### config.mk
export PLATFORM = sky130hd
export DESIGN_NAME = result_fifo
export DESIGN_NICKNAME = d
export VERILOG_FILES = /design/src/rtl/rfifo_pkg.sv /design/src/rtl/rfifo_store.sv /design/src/rtl/rfifo_ctrl.sv /design/src/rtl/rfifo_flags.sv /design/src/rtl/result_fifo.sv
export SDC_FILE = /design/constraint.sdc
export NUM_CORES = 1
export LEC_CHECK = 0
export CAP_MARGIN = 20
export CORE_UTILIZATION = 54
export DETAILED_ROUTE_END_ITERATION = 12
export GPL_TIMING_DRIVEN = 1
export PLACE_DENSITY = 0.75
export SYNTH_ARGS = -nofsm -noshare
export SYNTH_HDL_FRONTEND = slang
export SYNTH_SLANG_ARGS = --single-unit
### constraint.sdc
create_clock -name clk -period 2.95 [get_ports clk]
set_input_delay 0.295 -clock clk [delete_from_list [all_inputs] [get_ports clk]]
set_output_delay 0.295 -clock clk [all_outputs]
set_load 0.02 [all_outputs]
### src/rtl/rfifo_pkg.sv
package rfifo_pkg;

    typedef enum logic [1:0] {
        ST_EMPTY   = 2'd0,
        ST_PARTIAL = 2'd1,
        ST_FULL    = 2'd2
    } fifo_state_e;

    localparam int FLAG_OVF = 0;
    localparam int FLAG_UNF = 1;
    localparam int FLAG_W   = 2;

endpackage

### src/rtl/rfifo_store.sv
module rfifo_store #(
    parameter int DEPTH  = 15,
    parameter int WORD_W = 16,
    localparam int AW    = (DEPTH > 1) ? $clog2(DEPTH) : 1
) (
    input  logic              clk,
    input  logic              wr_en,
    input  logic [AW-1:0]     wr_addr,
    input  logic [WORD_W-1:0] wr_word,
    input  logic [AW-1:0]     rd_addr,
    output logic [WORD_W-1:0] rd_data
);

    logic [WORD_W-1:0] mem [DEPTH];

    always_ff @(posedge clk) begin
        if (wr_en) begin
            mem[wr_addr] <= wr_word;
        end
    end

    assign rd_data = mem[rd_addr];

endmodule

### src/rtl/rfifo_ctrl.sv
module rfifo_ctrl
    import rfifo_pkg::*;
#(
    parameter int DEPTH = 15,
    localparam int AW   = (DEPTH > 1) ? $clog2(DEPTH) : 1,
    localparam int CW   = $clog2(DEPTH + 1)
) (
    input  logic          clk,
    input  logic          rst_n,
    input  logic          wr_valid,
    input  logic          rd_req,
    output logic          wr_en,
    output logic [AW-1:0] wr_addr,
    output logic [AW-1:0] rd_addr,
    output logic          pop,
    output logic          ovf_evt,
    output logic          unf_evt,
    output logic [CW-1:0] count
);

    fifo_state_e   state_q, state_d;
    logic [AW-1:0] head_q, tail_q;
    logic [CW-1:0] count_q, count_d;
    logic          drop;

    function automatic logic [AW-1:0] bump(input logic [AW-1:0] p);
        return (p == AW'(DEPTH - 1)) ? '0 : p + 1'b1;
    endfunction

    // state register
    always_ff @(posedge clk or negedge rst_n) begin
        if (!rst_n) begin
            state_q <= ST_EMPTY;
        end else begin
            state_q <= state_d;
        end
    end

    // named transitions: fill, top_off, drain, release, overwrite
    always_comb begin
        state_d = state_q;
        unique case (state_q)
            ST_EMPTY: begin
                if (wr_valid) begin
                    state_d = (DEPTH == 1) ? ST_FULL : ST_PARTIAL;
                end
            end
            ST_PARTIAL: begin
                if (wr_valid && !rd_req && count_q == CW'(DEPTH - 1)) begin
                    state_d = ST_FULL;
                end else if (rd_req && !wr_valid && count_q == CW'(1)) begin
                    state_d = ST_EMPTY;
                end
            end
            ST_FULL: begin
                if (rd_req && !wr_valid) begin
                    state_d = (DEPTH == 1) ? ST_EMPTY : ST_PARTIAL;
                end
            end
            default: state_d = ST_EMPTY;
        endcase
    end

    // per-state outputs
    always_comb begin
        pop     = 1'b0;
        drop    = 1'b0;
        unf_evt = 1'b0;
        unique case (state_q)
            ST_EMPTY: begin
                unf_evt = rd_req;
            end
            ST_PARTIAL: begin
                pop = rd_req;
            end
            ST_FULL: begin
                pop  = rd_req;
                drop = wr_valid && !rd_req;
            end
            default: begin
                pop = 1'b0;
            end
        endcase
        ovf_evt = drop;
    end

    always_comb begin
        unique case ({wr_valid, pop || drop})
            2'b10:   count_d = count_q + 1'b1;
            2'b01:   count_d = count_q - 1'b1;
            default: count_d = count_q;
        endcase
    end

    always_ff @(posedge clk or negedge rst_n) begin
        if (!rst_n) begin
            head_q  <= '0;
            tail_q  <= '0;
            count_q <= '0;
        end else begin
            count_q <= count_d;
            if (wr_valid) begin
                tail_q <= bump(tail_q);
            end
            if (pop || drop) begin
                head_q <= bump(head_q);
            end
        end
    end

    assign wr_en   = wr_valid;
    assign wr_addr = tail_q;
    assign rd_addr = head_q;
    assign count   = count_q;


    count_range_chk: assert property (@(posedge clk) disable iff (!rst_n)
        count_q <= CW'(DEPTH));


    state_count_chk: assert property (@(posedge clk) disable iff (!rst_n)
        ((state_q == ST_EMPTY) == (count_q == '0)) &&
        ((state_q == ST_FULL) == (count_q == CW'(DEPTH))));

endmodule

### src/rtl/rfifo_flags.sv
module rfifo_flags
    import rfifo_pkg::*;
(
    input  logic              clk,
    input  logic              rst_n,
    input  logic              ovf_evt,
    input  logic              unf_evt,
    input  logic              clr,
    output logic [FLAG_W-1:0] flags
);

    logic [FLAG_W-1:0] evt;

    assign evt[FLAG_OVF] = ovf_evt;
    assign evt[FLAG_UNF] = unf_evt;

    for (genvar g = 0; g < FLAG_W; g++) begin : g_flag
        logic bit_q;
        always_ff @(posedge clk or negedge rst_n) begin
            if (!rst_n) begin
                bit_q <= 1'b0;
            end else if (evt[g]) begin
                bit_q <= 1'b1;
            end else if (clr) begin
                bit_q <= 1'b0;
            end
        end
        assign flags[g] = bit_q;
    end

endmodule

### src/rtl/result_fifo.sv
module result_fifo
    import rfifo_pkg::*;
#(
    parameter int DEPTH  = 15,
    parameter int DATA_W = 12,
    parameter int TAG_W  = 4
) (
    input  logic                       clk,
    input  logic                       rst_n,
    input  logic                       wr_valid,
    input  logic [TAG_W-1:0]           wr_tag,
    input  logic [DATA_W-1:0]          wr_data,
    input  logic                       rd_req,
    output logic [TAG_W+DATA_W-1:0]    rd_word,
    input  logic                       flag_rd,
    output logic [FLAG_W-1:0]          flags,
    output logic [$clog2(DEPTH+1)-1:0] count
);

    localparam int WORD_W = TAG_W + DATA_W;
    localparam int AW     = (DEPTH > 1) ? $clog2(DEPTH) : 1;
    localparam int CW     = $clog2(DEPTH + 1);
    localparam logic [WORD_W-1:0] EMPTY_WORD = {{TAG_W{1'b1}}, {DATA_W{1'b0}}};

    logic          wr_en, pop, ovf_evt, unf_evt;
    logic [AW-1:0] wr_addr, rd_addr;
    logic [WORD_W-1:0] head_word;
    logic [WORD_W-1:0] rd_word_q;

    rfifo_ctrl #(.DEPTH(DEPTH)) u_ctrl (
        .clk      (clk),
        .rst_n    (rst_n),
        .wr_valid (wr_valid),
        .rd_req   (rd_req),
        .wr_en    (wr_en),
        .wr_addr  (wr_addr),
        .rd_addr  (rd_addr),
        .pop      (pop),
        .ovf_evt  (ovf_evt),
        .unf_evt  (unf_evt),
        .count    (count)
    );

    rfifo_store #(.DEPTH(DEPTH), .WORD_W(WORD_W)) u_store (
        .clk     (clk),
        .wr_en   (wr_en),
        .wr_addr (wr_addr),
        .wr_word ({wr_tag, wr_data}),
        .rd_addr (rd_addr),
        .rd_data (head_word)
    );

    rfifo_flags u_flags (
        .clk     (clk),
        .rst_n   (rst_n),
        .ovf_evt (ovf_evt),
        .unf_evt (unf_evt),
        .clr     (flag_rd),
        .flags   (flags)
    );

    always_ff @(posedge clk or negedge rst_n) begin
        if (!rst_n) begin
            rd_word_q <= EMPTY_WORD;
        end else if (rd_req) begin
            rd_word_q <= pop ? head_word : EMPTY_WORD;
        end
    end

    assign rd_word = rd_word_q;


    count_inc_chk: assert property (@(posedge clk) disable iff (!rst_n)
        wr_valid && !rd_req && count < CW'(DEPTH) |=> count == $past(count) + 1'b1);


    rd_hold_chk: assert property (@(posedge clk) disable iff (!rst_n)
        !rd_req |=> $stable(rd_word));


    overflow_set_chk: assert property (@(posedge clk) disable iff (!rst_n)
        wr_valid && !rd_req && count == CW'(DEPTH) |=> flags[FLAG_OVF] && count == CW'(DEPTH));


    underflow_word_chk: assert property (@(posedge clk) disable iff (!rst_n)
        rd_req && count == '0 |=> rd_word == EMPTY_WORD && flags[FLAG_UNF]);


    full_both_chk: assert property (@(posedge clk) disable iff (!rst_n)
        rd_req && wr_valid && count == CW'(DEPTH) && !flags[FLAG_OVF]
        |=> count == CW'(DEPTH) && !flags[FLAG_OVF]);


    flag_clear_chk: assert property (@(posedge clk) disable iff (!rst_n)
        flag_rd && !wr_valid && !rd_req |=> flags == '0);

endmodule

-- Word level (Yosys, flattened, before mapping)
Memories as Yosys holds them, arrays and structs flattened.
Cells that the tools add are included.
- output and inout port bits: 22
- bits in writable memories: 240
- memories kept: 1
- bits of input ports: 21
- register bits after elaboration: 32
- logic and storage cells: 53
- reduce and logical (&&, ||, !) cells: 13
- add/subtract/negate cells: 4
- equality and inequality tests: 11
- mux-type cells: 17
- memories (memory ; words ; bits a word ; read ports ; clocked after Yosys merged registers in ; write ports ; RTL line ; source):
    u_store.mem ; 15 ; 16 ; 1 ; 0 ; 1 ; rfifo_store.sv:14 ; logic [WORD_W-1:0] mem [DEPTH];
- operator list (cell ; count):
    $mux W16 ; 1
    $add A4 B1 Y4 const B ; 3
    $eq A4 B4 Y1 const B ; 3
    $mux W1 ; 8
    $mux W2 ; 4
    $mux W4 ; 2
    $pmux W4 S2 ; 1
    $pmux W2 S3 ; 1
    $reduce_bool A2 Y1 ; 3
    $eq A2 B1 Y1 const B ; 2
    $eq A2 B2 Y1 const B ; 2
    $eq A4 B1 Y1 const B ; 1
    $logic_and A1 B1 Y1 ; 4
    $sub A4 B1 Y4 const B ; 1
    $ne A3 B1 Y1 const B ; 1
    $reduce_and A3 Y1 ; 1
    $logic_not A1 Y1 ; 2
    $logic_not A2 Y1 ; 1
    $ne A2 B1 Y1 const B ; 1
    $ne A2 B2 Y1 const B ; 1
    $reduce_or A2 Y1 ; 1
    $logic_or A1 B1 Y1 ; 1

-- Depth between registers and ports, before layout
- depth in word-level cells: 6
- depth in mapped cells: 8
- mapped depth without buffers: 8

-- Hierarchy
Synthesis repeated with hierarchy kept, for this count alone.
- cell total of the unflattened synthesis: 576
- area total of the unflattened synthesis: 10889.2 um^2
- by module, submodules not included (module ; area an instance (um^2) ; cells an instance ; seq. area each (um^2) ; times used):
    rfifo_store ; 9272.6 ; 418 ; 7206.9 ; 1
    rfifo_ctrl ; 868.3 ; 83 ; 350.3 ; 1
    result_fifo ; 664.4 ; 68 ; 405.4 ; 1
    rfifo_flags ; 83.8 ; 7 ; 50.0 ; 1

-- Worst setup path before layout
No wires, ideal clock.
- path kind: reg-to-reg
- start: reg u_ctrl.tail_q[1], in the netlist u_ctrl.wr_addr[1]
- end: mem u_store.mem[1][0] (enable)
- setup time: 430 ps
- period minus slack after synthesis: 2731 ps
- arrival: 2301 ps
- required time: 2520 ps
- buffers on the path: 1
- slack: 219 ps
- cell stages (with the launch flop): 3
- cells stage by stage: dfrtp_1 > clkbuf_1 > nor4_1
- RTL lines (what ; RTL line ; source):
    start, declared ; rfifo_ctrl.sv:22 ; logic [AW-1:0] head_q, tail_q;
    start signal, assigned ; rfifo_ctrl.sv:103 ; tail_q <= bump(tail_q);
    end, declared ; rfifo_store.sv:14 ;
Straight into the memory's write port.

-- Worst setup path in the final report
- start: reg u_ctrl.head_q[1], in the netlist u_ctrl.rd_addr[1]
- end: reg rd_word_q[10], in the netlist rd_word[10]
- word-level cells in the longest chain between the ends: 2
- RTL lines (what ; RTL line ; source):
    start, declared ; rfifo_ctrl.sv:22 ;
    start signal, assigned ; rfifo_ctrl.sv:106 ; head_q <= bump(head_q);
    $mem_v2 Z15 W16 ; - ;
    $mux W16 ; result_fifo.sv:66 ; rd_word_q <= pop ? head_word : EMPTY_WORD;
    end signal, assigned ; result_fifo.sv:66 ;
    end, declared ; result_fifo.sv:28 ; logic [WORD_W-1:0] rd_word_q;
No other way between the ends.
A chain may end at the register's enable or synchronous reset.

==> impl_results.md <==
* Commonest non-fill, non-tap cell in the layout: edfxtp_1
* Min Tclk post-route at 2.34 ns
* Cells after Synth at slightly below 600
* Crit-path slowest cell: dfrtp_2
* Resize count post-CTS at 0
* Maximum vdd drop at around 0.42 mV
* Netlist cell types at between 40 and 50
* Final Max Slew Viols at 0
* Final WL at 21.2 mm
* CP required at 3.33 ns
* Vias at between 5k and 6k
* H-Tree Depth at 1
* Die width at roughly 140 µm
* CP Capture Point: rd_word[10]
* Initial detailed-routing violation count at just under 600
* Commonest non-fill, non-tap cells in the layout: edfxtp_1 (240), mux2i_1 (49), clkdlybuf4s50_1 (41)
* Clk slew on worst S/H paths at ~0.060 ns
* CP Class: register to register
* Final hold vios at 0
* Final cycle utilization of the critical path at 0.793
* Worst reg2reg setup slack at slightly above 0.6 ns
* Grt ovf at 0
* MaxCap Viol Count at 0
* Slew Limit Headroom at 0.432
* Worst r2r path cells at 5
* Rows at 51
* Sum Neg Setup Slack at 0 ns
* Diodes inserted at 0
* Worst Path Buf+Inv at 1
* Syn. warnings at 0
* Top FF cell, synth: edfxtp_1
* Hold Crit Class: input pin to register
* Initial antenna violation count at 0
* Initial Utilization at 0.552
* Synthesis-to-layout area growth at 15.9%
* Fmax at between 0.4 and 0.5 GHz
* Pwr dens at 902 nW/µm²
* Die ar. at ~20000 µm²
* Final net count at roughly 690
* Crit end category: register
* Inst Count DP at approximately 890
* Reg-to-Reg Start: u_ctrl.rd_addr[1]
* GPL Wtd Cong at about 0.85
* Setup WS pre-CTS at 0.646 ns
* CP startpoint kind: register
* Final HPWL DP at 13.2 mm
* Highest routed layer: met4
* Vias per inst at 5.92
* Root buf cell: clkbuf_16
* Post-synth EDFFs at 240
* Outcome: finished clean
* CP max stage delay at ~0.65 ns
* Met1 wire length at 8.92 mm
* Count of state elements after synthesis at approximately 270
* Largest net degree at the start of global routing at 52
* Core area at around 20000 µm²
* Cts bufs inserted at 26
* Leak Pwr at approximately 4.2 nW
* Drt first pass iters at 5
* ANT nets after route at 0
* # setup viols final at 0
* Worst-margin pin slew at roughly 0.85 ns
* Net count after synthesis at roughly 620
* Worst r2r dst: rd_word[10]
* Drt wl/cell at 22.5 µm
* Buffers on Ports at 42
* Delay-heaviest family, CP: flip-flops
* Clk buf depth at 3
* Cell Chain, Critical Path: buf_4 > nor2_1 > a22oi_1 > a32oi_1 > o21ai_0
* Synth Cell Area at between 10000 and 15000 µm²
* Layout cell share with drive strength beyond 1 at 0.195
* Crit path arrival time at ~2.7 ns
* CTS Sinks at around 270
* Post-synth ARST share at 0.118
* Skew final at about 0.011 ns
* Seq/Total Area, Yosys at 0.746
* Worst setup margin at about 0.61 ns
* First-pass GRT wire length at approximately 32 mm
* Boundary Pins at 43
* Top fanout value on the critical path at 27
* Wire length on met3 at between 1 and 1.5 mm
* DIE HEIGHT at around 140 µm
* WP depth at 5
* Clk_lat worst skew at roughly 0.52 ns
* Vias in the first global route at between 5k and 6k
* TritonCTS clock tree: yes
* RSZ-0062 raised after global routing: false
* Synthesized area per cell at about 18 µm²
* Origin of the worst setup path: u_ctrl.rd_addr[1]
* # DRC at 0
* Tot GR Track Use at 0.215
* WL met2 at 10.7 mm
* Final std cells w/o fill at 941
[worst min-delay path by stage]
stage	from	endpoint	slack, ns	cells after the start
after global routing	flag_rd	u_flags.g_flag[0].bit_q	0.40	2
after CTS	flag_rd	u_flags.g_flag[0].bit_q	0.35	2
after detailed placement	rst_n	u_ctrl.count[1]	0.44	1
after global placement	rst_n	u_ctrl.count[1]	0.43	1
after floorplan	rst_n	rd_word[0]	-0.0006	0
final	flag_rd	u_flags.g_flag[0].bit_q	0.37	2
[metrics by stage]
step	hold slack (ns)	util	power [mW]	area, µm²
6_report	0.368	0.640	11.2	12500
5_1_grt	0.398	0.640	11.7	12500
4_1_cts	0.350	0.640	11.3	12500
3_5_place_dp	0.445	0.597	8.12	11600
3_3_place_gp	0.428	0.597	8.00	11600
2_1_floorplan	-0.000591	-	7.18	10700
[registers in the layout, summed over array words and instances, names as in the netlist]
signal                cells
rd_word                  16
u_ctrl.count              4
u_ctrl.rd_addr            4
u_ctrl.state_q            2
u_ctrl.wr_addr            4
u_flags.g_flag.bit_q      2
u_store.mem             240
[synth_stat cells (2+ instances only)]
cell type | instances | area [µm²]
a21oi_1 | 8 | 40.0
a221o_1 | 4 | 40.0
a22oi_1 | 14 | 105
a31oi_1 | 4 | 25.0
a32oi_1 | 5 | 43.8
and2_1 | 2 | 12.5
buf_2 | 6 | 30.0
buf_4 | 9 | 67.6
clkbuf_1 | 15 | 56.3
clkinv_1 | 2 | 7.51
dfrtp_1 | 28 | 701
dfstp_2 | 4 | 105
edfxtp_1 | 240 | 7210
ha_1 | 9 | 113
inv_1 | 12 | 45.0
mux2_2 | 12 | 135
mux2i_1 | 49 | 490
mux4_2 | 35 | 788
nand2_1 | 28 | 105
nand2b_1 | 12 | 75.1
nand3_1 | 9 | 45.0
nor2_1 | 10 | 37.5
nor2b_1 | 3 | 18.8
nor3_1 | 9 | 45.0
nor4_1 | 2 | 12.5
o2111ai_1 | 3 | 26.3
o211ai_1 | 9 | 67.6
o21ai_0 | 18 | 90.1
o221ai_1 | 3 | 26.3
o22ai_1 | 4 | 25.0
xnor2_1 | 2 | 17.5
xor2_1 | 2 | 17.5
[power breakdown]
part | total [mW] | internal, mW | switching (mW)
registers | 5.19 | 4.67 | 0.525
clock network | 3.19 | 1.88 | 1.31
logic | 2.84 | 1.40 | 1.44
[cell type report]
| cell class | count | area, µm² |
|---|---|---|
| Clock buffer | 38 | 727 |
| Clock inverter | 10 | 95.1 |
| Fill cell | 1294 | 7010 |
| Inverter | 14 | 52.6 |
| Multi-Input combinational cell | 269 | 2560 |
| Sequential cell | 272 | 8020 |
| Tap cell | 265 | 332 |
| Timing Repair Buffer | 73 | 663 |
[kinds of logic (layout without fill, tap and decap cells)]
logic type                 count (synthesis)  count (layout)  share of synthesized area
adders and majority gates                  9               9                     0.0105
muxes                                     97              97                      0.133
DFF                                      272             272                      0.746
AOI/OAI and AO/OA                         80              80                     0.0516
and+or+nand+nor                           79              79                     0.0354
xor gates and xnor gates                   4               4                    0.00326
buffers and inverters                     46             135                     0.0206
[routing by layer]
layer,vias to the layer above,track usage
met5,-,0
met3,36,0.0302
met4,0,0.0736
met2,177,0.363
met1,2870,0.290
li1,2484,-
[what timing repair did]
item / in CTS / in global routing
hold endpoints to repair: 28 / 0
setup buffers: 0 / 0
hold buffers: 1 / 0
[worst register-to-register path: cells and delay by family (launching register included)]
kind	cells	cell delay [ns]
DFF	1	0.65
buffers and inverters	1	0.32
and+or+nand+nor	1	0.57
AOI/OAI and AO/OA	3	0.66
Power figures use the tool's default switching activity.
